[src/rtl/perf_event_counter.sv]
module perf_event_counter #(
  parameter int HALF_W    = 32,
  parameter int NUM_SLOTS = 32,
  parameter int SLOT_IDX  = 3
) (
  input  logic                 clk,
  input  logic                 rst_n,
  input  logic                 mode32,
  input  logic [1:0]           priv,
  input  logic                 virt_on,
  input  logic                 event_pulse,
  input  logic [NUM_SLOTS-1:0] inhibit,
  input  logic                 cnt_lo_we,
  input  logic                 cnt_hi_we,
  input  logic [HALF_W-1:0]    cnt_wdata,
  input  logic                 sel_lo_we,
  input  logic                 sel_hi_we,
  input  logic [HALF_W-1:0]    sel_wdata,
  output logic [HALF_W-1:0]    count_lo,
  output logic [HALF_W-1:0]    count_hi,
  output logic [HALF_W-1:0]    sel_lo,
  output logic [HALF_W-1:0]    sel_hi,
  output logic                 ovf_irq
);

  localparam int OF_B    = HALF_W - 1;
  localparam int MINH_B  = HALF_W - 2;
  localparam int SINH_B  = HALF_W - 3;
  localparam int UINH_B  = HALF_W - 4;
  localparam int VSINH_B = HALF_W - 5;
  localparam int VUINH_B = HALF_W - 6;
  localparam bit SLOT_OK = (SLOT_IDX >= 3) && (SLOT_IDX < NUM_SLOTS);
  localparam int INH_IDX = SLOT_OK ? SLOT_IDX : 0;

  logic [HALF_W-1:0] lo_q, hi_q, sello_q, selhi_q;
  logic              irq_q;
  logic              filt;

  wire of_q    = selhi_q[OF_B];
  wire cnt_wr  = cnt_lo_we | cnt_hi_we;
  wire lo_full = &lo_q;
  wire hi_full = &hi_q;

  always_comb begin
    case (priv)
      2'b11:   filt = selhi_q[MINH_B];
      2'b01:   filt = virt_on ? selhi_q[VSINH_B] : selhi_q[SINH_B];
      2'b00:   filt = virt_on ? selhi_q[VUINH_B] : selhi_q[UINH_B];
      default: filt = 1'b0;
    endcase
  end

  wire bump = SLOT_OK && event_pulse && !inhibit[INH_IDX] && !filt && !cnt_wr;
  wire wrap = bump && lo_full && hi_full;

  always_ff @(posedge clk or negedge rst_n) begin
    if (!rst_n) begin
      lo_q    <= '0;
      hi_q    <= '0;
      sello_q <= '0;
      selhi_q <= '0;
      irq_q   <= 1'b0;
    end else begin
      if (cnt_lo_we) lo_q <= cnt_wdata;
      if (cnt_hi_we) hi_q <= cnt_wdata;
      if (bump) begin
        if (wrap) begin
          lo_q <= '0;
          hi_q <= '0;
        end else if (lo_full) begin
          hi_q <= hi_q + 1'b1;
          if (!mode32) lo_q <= '0;
        end else begin
          lo_q <= lo_q + 1'b1;
        end
      end
      if (sel_lo_we) sello_q <= sel_wdata;
      if (sel_hi_we) selhi_q <= sel_wdata;
      else if (wrap) selhi_q[OF_B] <= 1'b1;
      irq_q <= wrap && !of_q;
    end
  end

  assign count_lo = lo_q;
  assign count_hi = hi_q;
  assign sel_lo   = sello_q;
  assign sel_hi   = selhi_q;
  assign ovf_irq  = irq_q;

  AST_IRQ_SETS_FLAG: assert property (@(posedge clk) disable iff (!rst_n)
    (ovf_irq && !$past(sel_hi_we)) |-> sel_hi[OF_B]);
  AST_IRQ_FROM_CLEAR: assert property (@(posedge clk) disable iff (!rst_n)
    ovf_irq |-> !$past(sel_hi[OF_B]));
  AST_INHIBIT_FREEZES: assert property (@(posedge clk) disable iff (!rst_n)
    (inhibit[INH_IDX] && !cnt_lo_we && !cnt_hi_we) |=> ($stable(count_lo) && $stable(count_hi)));
  AST_MACHINE_FILTER: assert property (@(posedge clk) disable iff (!rst_n)
    (priv == 2'b11 && sel_hi[MINH_B] && !cnt_lo_we && !cnt_hi_we) |=> ($stable(count_lo) && $stable(count_hi)));
  AST_WRAP_TO_ZERO: assert property (@(posedge clk) disable iff (!rst_n)
    wrap |=> (count_lo == '0 && count_hi == '0));
  AST_NARROW_LOW_HOLDS: assert property (@(posedge clk) disable iff (!rst_n)
    (bump && mode32 && lo_full && !hi_full) |=> (&count_lo && count_hi == HALF_W'($past(count_hi) + 1'b1)));
  AST_COUNT_WRITE_WINS: assert property (@(posedge clk) disable iff (!rst_n)
    cnt_lo_we |=> count_lo == $past(cnt_wdata));

endmodule

[config.mk]
export PLATFORM = sky130hd
export DESIGN_NAME = perf_event_counter
export DESIGN_NICKNAME = d
export VERILOG_FILES = /design/src/rtl/perf_event_counter.sv
export SDC_FILE = /design/constraint.sdc
export NUM_CORES = 1
export LEC_CHECK = 0
export BUFFER_PORTS_ARGS = -buffer_cell sky130_fd_sc_hd__buf_2
export CORE_ASPECT_RATIO = 1.75
export CORE_MARGIN = 2
export CORE_UTILIZATION = 47
export CTS_BUF_LIST = sky130_fd_sc_hd__clkbuf_8
export CTS_CLUSTER_SIZE = 24
export DETAILED_ROUTE_END_ITERATION = 10
export PLACE_DENSITY = 0.79
export SLEW_MARGIN = 5
export SYNTH_ARGS = -nofsm -noshare
export SYNTH_HDL_FRONTEND = slang
export SYNTH_SLANG_ARGS = --single-unit
export TNS_END_PERCENT = 50
[constraint.sdc]
create_clock -name clk -period 2.45 [get_ports clk]
set_input_delay 0.245 -clock clk [delete_from_list [all_inputs] [get_ports clk]]
set_output_delay 0.245 -clock clk [all_outputs]
set_load 0.02 [all_outputs]
Word level (Yosys, flattened, before mapping)
Cells that the tools add are included. W data, S select, Z words.

Word-level logic and storage cells: 39. Memories: 0. Input bits: 107. Memory bits (writable): 0. Output and inout bits: 129. Memory bits (read-only): 0. Latch bits: 0. Flip-flop bits (word level): 129.

$mul: 0. $lt $le $gt $ge: 0. Bitwise operators: 1. Equal/unequal tests: 2. Shift-type cells: 0. Reduce and logical (&&, ||, !) cells: 14. Add/subtract/negate cells: 2. Multiplexer cells: 14. Divide/modulo/power cells: 0.

Operators by type and width (count): $mux W32 (9); $add A32 B1 Y32 const B (2); $reduce_and A32 Y1 (2); $logic_and A1 B1 Y1 (6); $logic_not A1 Y1 (4); $mux W1 (4); $pmux W1 S3 (1); $eq A2 B1 Y1 const B (1); $eq A2 B2 Y1 const B (1); $logic_not A2 Y1 (1); $reduce_bool A2 Y1 (1); $or A1 B1 Y1 (1).

Depth between registers and ports, before layout
Depth in word-level cells: 9. Depth in mapped cells: 10. Mapped depth without buffers: 7.

Worst setup path before layout
OpenSTA, ideal clock, no wires.

Path type: flip-flop to flip-flop. Start point: register lo_q[0] (netlist: count_lo[0]). End point: register lo_q[25] (netlist: count_lo[25]). Setup slack: -210 ps. Path buffers: 1. Clock period less this slack: 2660 ps. Required time: 2312 ps. Arrival time: 2522 ps. Library setup time: 138 ps. Cell stages (with the launch flop): 9. Path through: dfrtp_1 -> ha_1 -> nand3_1 -> or4_1 -> nor3_1 -> nand4_4 -> a21oi_4 -> buf_4 -> o22ai_1.

Longest elaborated chain between the ends: 5. Elaborated cells on any way between the ends: 7. Those cells by class: add/sub: 1; mux: 3; reduce/logical: 3.

Ends and longest elaborated chain: start, declared (line 35) `logic [HALF_W-1:0] lo_q, hi_q, sello_q, selhi_q;`; start signal, assigned (line 64) `if (cnt_lo_we) lo_q <= cnt_wdata;`; start signal, assigned (line 74) `lo_q <= lo_q + 1'b1;`; branches (longest 3 deep; another with $add A32 B1 Y32); $mux W32 (*) (line 67) `if (wrap) begin`; $mux W32 (*) (line 66) `if (bump) begin`.

Mark *: on every way between the ends. A chain may end at the register's enable or synchronous reset.

Final worst setup path
Start point: register hi_q[13] (netlist: count_hi[13]). End point: register hi_q[30] (netlist: count_hi[30]).

Longest elaborated chain between the ends: 4. Elaborated cells on any way between the ends: 6. Those cells by class: add/sub: 1; mux: 3; reduce/logical: 2.

Ends and longest elaborated chain: start, declared (line 35); start signal, assigned (line 65) `if (cnt_hi_we) hi_q <= cnt_wdata;`; start signal, assigned (line 71) `hi_q <= hi_q + 1'b1;`; $add A32 B1 Y32 or $reduce_and A32 Y1 (tied branches) (line 71, 42); $mux W32 or $logic_and A1 B1 Y1 (tied branches) (line 70, 54); $mux W32 (*) (line 67); $mux W32 (*) (line 66).

Every way passes the cells marked *; elsewhere a longest branch is shown, timed or not.

==> flow_metrics.env <==
export IMPL_first_global_vias=6680
export IMPL_synth_avg_cell_area_um2=10.5
export IMPL_worstPathMaxFanout=5
export IMPL_final_area_um2=9130
export IMPL_num_io_pins=236
export IMPL_cp_cell_sequence="nand3_2 > or4_4 > buf_4 > or3_1 > o21ai_1 > nand2_1 > a221o_1"
export IMPL_seq_area_frac_synth_pct=47.1
export IMPL_slew_violations=0
export IMPL_route_final_wire_length_um=22400
export IMPL_status="finished clean"
export IMPL_cts_path_max_buffers=2
export IMPL_overflow=0
export IMPL_cp_data_required_time_ps=2790
export IMPL_dpl_hpwl_um=17000
export IMPL_fill_cells=1192
export IMPL_grt_pass1_wl_um=34500
export IMPL_clk_latency_ps=440
export IMPL_io_buffers=204
export IMPL_period_needed_ps=2340
export IMPL_final_period_utilization_pct=95.6
export IMPL_start_util_pct=48.0
export IMPL_ctsRootBufferMaster="clkbuf_8"
export IMPL_p_per_area_nw_per_um2=652
export IMPL_synthArstFlopShare_pct=100
export IMPL_peakVddDrop_mv=0.511
export IMPL_hold_violations=0
export IMPL_critPathKind="register to register"
export IMPL_via_per_inst=5.89
export IMPL_cts_made_buffers=17
export IMPL_ant_nets=0
export IMPL_place_area_um2=8650
export IMPL_whs_ps=48.7
export IMPL_crit_cells=7
export IMPL_dp_cells=1086
export IMPL_htree_levels=4
export IMPL_mostFrequentLayoutCells="203 x buf_2, 123 x dfrtp_1, 82 x buf_4, 72 x mux2_2, 54 x nand2_1"
export IMPL_layout_cells_non_filler=1121
export IMPL_dr_pass1_iters=5
export IMPL_wl_per_cell_um=20.0
export IMPL_ys_warn_count=0
export IMPL_setup_viol=0
export IMPL_gp_congestion=0.966
export IMPL_hold_depth=3
export IMPL_synth_fp_nets=764
export IMPL_hold_class="primary input to register"
export IMPL_syn_cell_area_um2=6860
export IMPL_core_um2=14300
export IMPL_die_width_um=95.3
export IMPL_crit_slowest_cell="or4_4"
export IMPL_drive_gt1_share_pct=44.4
export IMPL_cts_sinks=129
export IMPL_drt_iter0_drc=445
export IMPL_tightest_slew_ps=782
export IMPL_grt_max_degree=61
export IMPL_fmax_ghz=0.427
export IMPL_final_common_cell="buf_2"
export IMPL_total_leakage_power_nw=4.20
export IMPL_gr_usage_all_layers_pct=29.0
export IMPL_synth_edf_count=0
export IMPL_cp_buffers_inverters=1
export IMPL_utilization_pct=63.8
export IMPL_drc=0
export IMPL_cts_tree="built"
export IMPL_ys_ff_latch=129
export IMPL_cap_violations=0
export IMPL_cp_end_kind="register"
export IMPL_die_h_um=164
export IMPL_setup_worst_path_start_class="register"
export IMPL_rsz0062_at_grt="false"
export IMPL_antenna_found_initial=0
export IMPL_synth_ff_type="dfrtp_1"
export IMPL_synth_area_leaders="dfrtp_1 47%, mux2_2 12%, mux2i_1 3.1%"
export IMPL_path_delay_family="simple AND/OR/NAND/NOR gates"
export IMPL_die_area_um2=15600
export IMPL_postSynthCellCount=655
export IMPL_fin_tns_setup_ps=0
export IMPL_cpPeakStageDelay_ps=590
export IMPL_diodes=0
export IMPL_synth_top_area_share_pct=47.1
export IMPL_yosysTopAreaCell="dfrtp_1"
export IMPL_vias=6606
export IMPL_area_growth_pct=33.0
export IMPL_clk_pin_slew_ps=100
export IMPL_rows=58
export IMPL_nNetsFinal=1037
export IMPL_r2r_cells=7
export IMPL_clock_skew_ps=19.2
export IMPL_synth_cell_type_count=65
export IMPL_slew_headroom_pct=47.9
export IMPL_crit_arrival_ps=2680
flip-flops by register name, indices dropped and copies added (netlist names):
signal    flops
sel_lo       32
count_hi     32
sel_hi       32
ovf_irq       1
count_lo     32
repair_timing:
action	4_1_cts	5_1_grt
setup buffers	0	2
endpoints found under the setup margin	0	26
hold buffers	1	0
gates resized for setup	0	8
hold endpoints to repair	36	0
routing by layer:
layer  wire length, um  global-route usage, %
met1              7820                   30.7
met2             11600                   50.4
met3              1670                   7.75
met4              1240                   17.3
met5                 0                      0
worst paths after layout:
path | from | to | slack, ps
max in group asynchronous | rst_n | sel_hi[8]$_DFFE_PN0P_ | 1390
max reg2reg | count_hi[13]$_DFF_PN0_ | count_hi[30]$_DFF_PN0_ | 110
min in group asynchronous | rst_n | count_hi[6]$_DFF_PN0_ | 310
min reg2reg | sel_hi[31]$_DFFE_PN0P_ | ovf_irq$_DFF_PN0_ | 460
max | count_hi[13]$_DFF_PN0_ | count_hi[30]$_DFF_PN0_ | 110
min | cnt_wdata[2] | count_hi[2]$_DFF_PN0_ | 50
cell families after synthesis:
kind of cell	synth area share (%)
mux	15.2
simple gates	17.8
xor+xnor	4.09
buf+inv	2.92
compound gates	12.5
flops	47.1
fa+ha+maj	0.365
report_power, final:
part | switching [mW] | internal (mW)
clock network | 0.960 | 1.02
logic | 0.857 | 0.600
registers | 0.166 | 2.35
total | 1.98 | 3.97
through the flow:
| stage | power, mW | worst slack (ps) |
|---|---|---|
| 5_1_grt | 6.22 | 10.4 |
| 3_5_place_dp | 4.00 | -22.8 |
| 4_1_cts | 5.99 | 2.89 |
| 2_1_floorplan | 3.34 | 1.50 |
| 6_report | 5.95 | 108 |
| 3_3_place_gp | 3.96 | 34.4 |
cells in the mapped netlist, types with 16 or more instances:
cell type	instances
dfrtp_1	129
mux2_2	72
nand2_1	54
nand3_1	40
nor2_1	28
nand4_1	27
mux2i_1	21
clkbuf_1	20
o21ai_0	19
o22ai_1	18
xor2_1	18
a21oi_1	16
nor3_1	16
layout make-up:
cell class	count	area [um^2]	area share [%]
clock buffers	17	234	2.56
well taps	180	225	2.47
repair buffers	291	1730	19.0
multi-input cells	480	3480	38.2
inverters	9	33.8	0.370
flip-flops and latches	129	3240	35.4
clock inverters	15	183	2.00
worst min-delay path, stage by stage:
cell and delay (ps):
buf_2 100, a32oi_1 50, nand2_1 60
Note: power is estimated with default switching activity, not from simulation.
